$ cat src/rtl/gpio_bank_pkg.sv
// Package: shared sizes and offsets for the write-masked GPIO bank.
// Assumes two 16-bit halves per logical register, one logical register per 8 bytes.
package gpio_bank_pkg;
    localparam int unsigned ADDR_W    = 8;
    localparam int unsigned DATA_W    = 32;
    localparam int unsigned HALF_W    = DATA_W / 2;
    localparam int unsigned NUM_PINS  = 32;
    localparam int unsigned NUM_CFG   = 8;
    localparam int unsigned CFG_IDX_W = $clog2(NUM_CFG);
    localparam int unsigned CFG_SPAN  = NUM_CFG * 8;
    localparam int unsigned SYNC_STAGES = 2;

    localparam int unsigned IDX_DOUT = 0;
    localparam int unsigned IDX_DIR  = 1;

    localparam logic [ADDR_W-1:0] EXT_OFF = 8'h70;
    localparam logic [ADDR_W-1:0] VER_OFF = 8'h78;
    localparam logic [DATA_W-1:0] VERSION_ID = 32'h0100_0C2B;

    typedef logic [NUM_CFG-1:0][NUM_PINS-1:0] cfg_bank_t;
endpackage

$ cat src/rtl/gpio_masked_half.sv
// Module: one 16-bit register half with a bit-enable write.
// Assumes wdata[2W-1:W] are enables for wdata[W-1:0]; synchronous active-low reset to 0.
module gpio_masked_half #(
    parameter int unsigned W = 16
) (
    input  logic           clk,
    input  logic           rst_n,
    input  logic           wr_en,
    input  logic [2*W-1:0] wdata,
    output logic [W-1:0]   q
);
    logic [W-1:0] bit_en;
    logic [W-1:0] bit_val;

    // Split the incoming word into enables and data.
    always_comb begin
        bit_en  = wdata[2*W-1:W];
        bit_val = wdata[W-1:0];
    end

    // Update only the enabled bits; hold the rest.
    always_ff @(posedge clk) begin
        if (!rst_n)
            q <= '0;
        else if (wr_en)
            q <= (q & ~bit_en) | (bit_val & bit_en);
    end
endmodule

$ cat src/rtl/gpio_in_sync.sv
// Module: multi-flop synchroniser for the pad input vector.
// Assumes each bit is independent; no bus coherency across bits is given.
module gpio_in_sync #(
    parameter int unsigned W      = 32,
    parameter int unsigned STAGES = 2
) (
    input  logic         clk,
    input  logic         rst_n,
    input  logic [W-1:0] d,
    output logic [W-1:0] q
);
    logic [STAGES-1:0][W-1:0] stage;

    // Shift the pad levels through the flop chain.
    always_ff @(posedge clk) begin
        if (!rst_n)
            stage <= '0;
        else
            stage <= {stage[STAGES-2:0], d};
    end

    // Last stage is the synchronised value.
    assign q = stage[STAGES-1];
endmodule

$ cat src/rtl/gpio_read_mux.sv
// Module: combinational read decode for the GPIO bank.
// Assumes word-aligned offsets; any other offset reads zero.
module gpio_read_mux
    import gpio_bank_pkg::*;
(
    input  logic [ADDR_W-1:0]   addr,
    input  cfg_bank_t           cfg,
    input  logic [NUM_PINS-1:0] ext,
    output logic [DATA_W-1:0]   rdata
);
    logic                 aligned;
    logic                 hi_half;
    logic [CFG_IDX_W-1:0] cfg_idx;

    // Derive the address fields used by every decode.
    always_comb begin
        aligned = (addr[1:0] == 2'b00);
        hi_half = addr[2];
        cfg_idx = addr[CFG_IDX_W+2:3];
    end

    // Select the word for the current offset; zero by default.
    always_comb begin
        rdata = '0;
        if (aligned) begin
            if (addr < ADDR_W'(CFG_SPAN))
                rdata[HALF_W-1:0] = hi_half ? cfg[cfg_idx][NUM_PINS-1:HALF_W]
                                            : cfg[cfg_idx][HALF_W-1:0];
            else if (addr[ADDR_W-1:3] == EXT_OFF[ADDR_W-1:3])
                rdata[HALF_W-1:0] = hi_half ? ext[NUM_PINS-1:HALF_W]
                                            : ext[HALF_W-1:0];
            else if (addr == VER_OFF)
                rdata = VERSION_ID;
        end
    end
endmodule

$ cat src/rtl/gpio_bank.sv
// Module: top of the write-masked GPIO bank.
// Assumes a single-cycle register bus: writes commit on the rising edge with
// bus_we high; reads are combinational from bus_addr.
module gpio_bank
    import gpio_bank_pkg::*;
(
    input  logic                clk,
    input  logic                rst_n,
    input  logic [ADDR_W-1:0]   bus_addr,
    input  logic                bus_we,
    input  logic [DATA_W-1:0]   bus_wdata,
    output logic [DATA_W-1:0]   bus_rdata,
    input  logic [NUM_PINS-1:0] pin_in,
    output logic [NUM_PINS-1:0] pin_out,
    output logic [NUM_PINS-1:0] pin_oe
);
    localparam int unsigned HALVES = NUM_PINS / HALF_W;

    cfg_bank_t             cfg_q;
    logic [NUM_PINS-1:0]   ext_sync;
    logic                  wr_in_cfg;

    // Qualify a write as hitting the configuration window.
    always_comb begin
        wr_in_cfg = bus_we && (bus_addr[1:0] == 2'b00) && (bus_addr < ADDR_W'(CFG_SPAN));
    end

    for (genvar r = 0; r < NUM_CFG; r++) begin : g_reg
        for (genvar h = 0; h < HALVES; h++) begin : g_half
            logic hit;
            // Decode the write strobe for this half.
            always_comb begin
                hit = wr_in_cfg
                      && (bus_addr[CFG_IDX_W+2:3] == CFG_IDX_W'(r))
                      && (bus_addr[2] == 1'(h));
            end

            gpio_masked_half #(.W(HALF_W)) u_half (
                .clk   (clk),
                .rst_n (rst_n),
                .wr_en (hit),
                .wdata (bus_wdata),
                .q     (cfg_q[r][h*HALF_W +: HALF_W])
            );
        end
    end

    gpio_in_sync #(.W(NUM_PINS), .STAGES(SYNC_STAGES)) u_sync (
        .clk   (clk),
        .rst_n (rst_n),
        .d     (pin_in),
        .q     (ext_sync)
    );

    gpio_read_mux u_rmux (
        .addr  (bus_addr),
        .cfg   (cfg_q),
        .ext   (ext_sync),
        .rdata (bus_rdata)
    );

    assign pin_out = cfg_q[IDX_DOUT];
    assign pin_oe  = cfg_q[IDX_DIR];
endmodule

$ cat config.mk
export PLATFORM = sky130hd
export DESIGN_NAME = gpio_bank
export DESIGN_NICKNAME = d
export VERILOG_FILES = /design/src/rtl/gpio_bank_pkg.sv /design/src/rtl/gpio_masked_half.sv /design/src/rtl/gpio_in_sync.sv /design/src/rtl/gpio_read_mux.sv /design/src/rtl/gpio_bank.sv
export SDC_FILE = /design/constraint.sdc
export NUM_CORES = 1
export LEC_CHECK = 0
export ABC_CLOCK_PERIOD_IN_PS = 2650
export BUFFER_PORTS_ARGS = -buffer_cell sky130_fd_sc_hd__buf_2
export CAP_MARGIN = 20
export CORE_ASPECT_RATIO = 0.6
export CORE_MARGIN = 2
export CORE_UTILIZATION = 52
export CTS_CLUSTER_DIAMETER = 100
export DETAILED_ROUTE_END_ITERATION = 12
export PLACE_DENSITY = 0.84
export SYNTH_ARGS = -nofsm -noshare
export SYNTH_HDL_FRONTEND = slang
export SYNTH_SLANG_ARGS = --single-unit
$ cat constraint.sdc
create_clock -name clk -period 2.65 [get_ports clk]
set_input_delay 0.3975 -clock clk [delete_from_list [all_inputs] [get_ports clk]]
set_output_delay 0.3975 -clock clk [all_outputs]
set_load 0.1 [all_outputs]
==> impl_metrics.ini, run 1 <==
[timing]
maxSlewViolCount = 0
final_hold_viol_count = 0
period_needed_ns = 2.63
clock.fmax_mhz = 380
whs_ns = 0.0363
worst_clock_skew_ns = 0.00463
setup_violations = 0
fin_ws_ns = 0.0200
worstMarginPinSlew_ns = 0.632
slew_headroom_pct = 56.7
rsz0062_at_grt = false
timing.final.crit_share_pct = 99.2

[logic_synthesis]
synthesis.area_um2 = 15300
syn_avg_cell_area_um2 = 9.16
ys_async_sr_fraction_pct = 0
ys_ff_latch = 320
yosysWarningCount = 0
synth.distinct_cells = 44
synthCells = 1671
ys_seq_area_share_pct = 41.8
synth-edff-count = 0
synthFlopType = dfxtp_1

[clock_network]
clkLatencyLatePin_ns = 0.57
root_buffer = clkbuf_16
htree_num_levels = 1
cts_inserted_buffers = 29
cts_tree = yes
cts_hold_buf = 0
cts.clk_slew.worst_paths_ns = 0.07
clkSinkCount = 320
clk_path_buf_depth = 3

[layout]
syn2layout_area_growth_pct = 15.5
diodes = 0
final_common_cell = dfxtp_1
nNetsFinal = 1800
stdcell_area_um2 = 17700
drive_above_1_share_pct = 23.6
final_cell_mix = dfxtp_1, nand3_1, mux2i_1, nand2_1, a21oi_1
post-route-util_pct = 61.3

[power_and_ir_drop]
p_leak_nw = 7.35
power_frac_seq_pct = 48.4
vdd_ir_drop_max_v = 0.000533
pwr-share-clk_pct = 42.7
power_density_nw_per_um2 = 569
power_switching_mw = 2.54
pwr-share-comb_pct = 8.9
swShare_pct = 25.3
p_int_mw = 7.52

[setup_path]
critPathMaxFanout = 3
crit_type = reg2out
crit_path_start_kind = register
r2r_slack_ns = 1.84
endpoint_kind = output port
cp.arrival_ns = 2.23
cp.required_ns = 2.25

[floorplan]
die_h_um = 137
start_util_pct = 53.1
die_w_um = 226
dieArea_um2 = 30900
rows = 48
design.core.area_um2 = 28800
io_pins = 171

[route]
wl_mm = 48.5
routed_via_density = 6.34
drc_errors = 0
drt-wirelength-per-cell_um = 22.9
vias = 13400
dr.pass1.iters = 6
antenna_left = 0
drt-initial-drc-count = 1900

[grt]
grt_pass1_wl_mm = 74.0
gr-usage-all-layers_pct = 30.9
use_met2_pct = 47.9
antenna_found_initial = 1
top_usage_layer = met2
met3_usage_pct = 10.1
use_met1_pct = 40.9
overflow = 0
grt_max_degree = 129
grt_pass1_vias = 13000

[placement]
gp_congestion = 0.936
placed_cell_area_um2 = 16700
post-dp-hpwl_mm = 32.7
io_buffers = 155
post-place-ws_ns = 0.0345

[hold_path]
hold_start = pin_in[13]
holdCritPathClass = in2reg

[flow_run]
maxCapViolCount = 0

[run_status]
status = complete, no violations
critical path, cell delays in order (launching register included):
cell and delay [ns]:
dfxtp_1 0.36, mux4_2 0.48, mux2i_2 0.20, o22a_1 0.24
buf_12 0.14, o21ai_4 0.06, buf_12 0.17
power groups by stage:
stage	Sequential (mW)	Clock (mW)	Combinational, mW
after floorplan	4.97	0	0.598
after global placement	4.97	0	0.833
after detailed placement	4.98	0	0.848
after CTS	4.87	4.34	0.855
after global routing	4.87	4.53	0.927
final	4.87	4.30	0.893
timing repair:
action / CTS / global route
pin swaps: 0 / 2
gates resized for setup: 2 / 10
hold endpoints to repair: 0 / 0
setup buffers: 0 / 3
endpoints found under the setup margin: 1 / 9
cloned: 0 / 1
Yosys cell counts, types with 2 or more instances:
| master | instances | area [um2] |
|---|---|---|
| a41o_1 | 3 | 30.0 |
| and2_1 | 65 | 407 |
| o21ai_0 | 138 | 691 |
| buf_4 | 84 | 631 |
| nand3_1 | 243 | 1220 |
| a221oi_1 | 3 | 26.3 |
| clkbuf_1 | 108 | 405 |
| a21oi_1 | 137 | 686 |
| buf_2 | 32 | 160 |
| buf_1 | 13 | 48.8 |
| nor2b_1 | 3 | 18.8 |
| mux2i_1 | 191 | 1910 |
| inv_1 | 17 | 63.8 |
| mux4_2 | 46 | 1040 |
| dfxtp_1 | 320 | 6410 |
| and4_1 | 5 | 43.8 |
| nor4b_4 | 5 | 119 |
| nand3_2 | 15 | 150 |
| o22ai_1 | 3 | 18.8 |
| nand4b_1 | 4 | 35.0 |
| a21boi_0 | 2 | 15.0 |
| a31o_2 | 2 | 17.5 |
| o22a_1 | 8 | 70.1 |
| or2_2 | 2 | 12.5 |
| nand2_1 | 162 | 608 |
| a31oi_1 | 3 | 18.8 |
| o221a_2 | 3 | 33.8 |
| nor3b_1 | 4 | 30.0 |
| buf_6 | 8 | 90.1 |
| a22oi_1 | 6 | 45.0 |
| nand4_1 | 5 | 31.3 |
| mux2_2 | 12 | 135 |
| nor2_1 | 8 | 30.0 |
path summary, 6_finish.rpt:
path,to,depth (start not counted)
worst min register to register,u_sync.q[31]$_SDFF_PN0_,1
worst max-delay path,bus_rdata[9],6
worst min-delay path,u_sync.stage[13]$_SDFF_PN0_,2
worst max register to register,register,2
kinds of logic after synthesis:
logic type,synth area share (%)
mux,20.1
buf+inv,9.16
flops,41.8
other cells,0.0245
compound gates,10.9
simple gates,17.9
routing by layer:
| layer | vias up | part of all wire, % |
|---|---|---|
| li1 | 5910 | - |
| met1 | 6431 | 39 |
| met2 | 926 | 44 |
| met3 | 163 | 13 |
| met4 | 4 | 3.6 |
| met5 | - | 0.26 |
stage by stage:
step                std cells  total power [mW]  setup TNS [ns]
global placement         2065              5.81               0
finish                   2119              10.1               0
CTS                      2115              10.1               0
detailed placement       2065              5.82               0
floorplan                1685              5.57           -1.27
global route             2119              10.3               0
layout make-up:
type                            instances  area (um2)
Fill cell                            2325       11100
Multi-Input combinational cell       1102        7780
Sequential cell                       320        6410
Timing Repair Buffer                  254        2020
Clock buffer                           38         800
Tap cell                              375         469
Clock inverter                         12         139
Inverter                               18        68.8
No activity file was read; power rests on OpenSTA's default activity.
==> run 2, diff against run 1 <==
CELL_PAD_IN_SITES_DETAIL_PLACEMENT = 1   (was unset)
CELL_PAD_IN_SITES_GLOBAL_PLACEMENT = 1   (was unset)
CORE_UTILIZATION = 45   (was 52)
PLACE_DENSITY = 0.92   (was 0.84)
==> run 2 against run 1 <==
The flow now finishes with violations (negative setup slack). Fmax shrank 1.9%. Sequential share of layout area shrank 0.16 points. Total power up 1.8%. Die area rose by 15%. Worst hold slack worse by 0.019 ns. Clock power grew 4%. Global-route usage rose by 0.067 points. Combinational power increased by 2%. Critical path type is now in2out. Critical endpoint is now bus_rdata[12].
==> impl_metrics.ini, run 2 (synthesis results as in run 1) <==
[layout]
final_common_cell = dfxtp_1
drive_above_1_share_pct = 23.8
final_cell_mix = dfxtp_1, nand3_1, mux2i_1, nand2_1, a21oi_1
multi_input_area_um2 = 7800
nNetsFinal = 1794
seq_area_um2 = 6410
final_cells = 2201
post-route-util_pct = 52.9
syn2layout_area_growth_pct = 16.1
fillers = 3833
stdcell_area_um2 = 17800

[route]
vias = 13700
drt-wirelength-per-cell_um = 25.6
drc_errors = 0
antenna_left = 0
routed_via_density = 6.21
wl_mm = 56.4
dr.pass1.iters = 5
drt-initial-drc-count = 1356

[setup_path]
critPathMaxFanout = 8
timing.critical_path.buf_inv = 4
crit_family = simple AND/OR/NAND/NOR gates
crit_path_start_kind = input port
cpMostUsedCell = buf_12
r2r_slack_ns = 1.82
critPathMaxStageDelay_ns = 0.53
endpoint_kind = output port
cp.required_ns = 2.25
path_cells = buf_2 -> nor4_2 -> nand2b_1 -> buf_4 -> o22a_1 -> buf_12 -> o21ai_4 -> buf_12
slowest_stage = nor4_2
r2r_cells = 2
cp.arrival_ns = 2.28
crit_start = bus_addr[6]
crit_type = in2out

[timing]
slew_headroom_pct = 58.6
timing.final.crit_share_pct = 101
whs_ns = 0.0169
worst_clock_skew_ns = 0.00581
rsz0062_at_grt = true
finalSetupTns_ns = -0.0979
worstMarginPinSlew_ns = 0.620
final_hold_viol_count = 0
period_needed_ns = 2.68
fin_ws_ns = -0.0301
clock.fmax_mhz = 373
setup_violations = 5
maxSlewViolCount = 0

[clock_network]
cts_hold_buf = 0
cts_tree = yes
clkLatencyLatePin_ns = 0.59
clk_path_buf_depth = 3
cts.clk_slew.worst_paths_ns = 0.07
root_buffer = clkbuf_16
clkSinkCount = 320
htree_num_levels = 1
cts_inserted_buffers = 30

[floorplan]
start_util_pct = 45.5
io_pins = 171
die_h_um = 147
die_w_um = 242
dieArea_um2 = 35600
rows = 52
design.core.area_um2 = 33600

[power_and_ir_drop]
power_density_nw_per_um2 = 576
total_power_mw = 10.2
vdd_ir_drop_max_v = 0.000566
p_leak_nw = 7.34

[placement]
placed_cell_area_um2 = 16600
io_buffers = 155
placed_cells = 2134
post-place-ws_ns = -0.165
gp_congestion = 0.933
post-dp-hpwl_mm = 38.9

[hold_path]
hold_path_end = u_sync.stage[28]$_SDFF_PN0_
hold_depth = 2
hold_start = pin_in[28]
holdCritPathClass = in2reg

[grt]
grt_max_degree = 129
antenna_found_initial = 1
grt_pass1_wl_mm = 85.9
grt_pass1_vias = 14300
gr-usage-all-layers_pct = 31.0
overflow = 0

[run_status]
status = complete, but fails checks
violations = negative setup slack

[flow_run]
maxCapViolCount = 0
## run 2: worst max path at each step
stage                     slack (ns)            end  depth (start not counted)
after floorplan                -0.14   bus_rdata[0]                          7
final                          -0.03  bus_rdata[12]                          8
after detailed placement       -0.16   bus_rdata[7]                          8
after global placement          -0.1   bus_rdata[7]                          8
after global routing           -0.03   bus_rdata[5]                          6
after CTS                     -0.005   bus_rdata[5]                          6
## run 2: final cells by class
type	count	share of cell area [%]
Clock inverter	18	0.992
Sequential cell	320	36.1
Antenna cell	1	0.0141
Timing Repair Buffer	247	10.9
Tap cell	459	3.23
Multi-Input combinational cell	1102	43.9
Inverter	18	0.387
Clock buffer	36	4.53
## run 2: routing by layer
| metal | GRT usage (%) | vias to the layer above | share of wire (%) |
|---|---|---|---|
| met3 | 7.31 | 156 | 9.4 |
| met2 | 51.6 | 723 | 47 |
| met5 | 0 | - | 0.028 |
| li1 | - | 5888 | - |
| met1 | 39.8 | 6893 | 40 |
| met4 | 10.3 | 2 | 3.4 |
## run 2: power breakdown
group          internal [mW]  switching [mW]  total, mW  leakage [nW]
clock network           2.45            2.01       4.46         0.484
registers               4.85          0.0145       4.87          2.59
logic                  0.248           0.662      0.909          4.26
total                   7.56            2.68       10.2          7.34
## run 2: repair_timing
action,CTS,global route
setup buffers,7,5
pin swaps,4,4
endpoints found under the setup margin,11,11
gates resized for setup,17,10
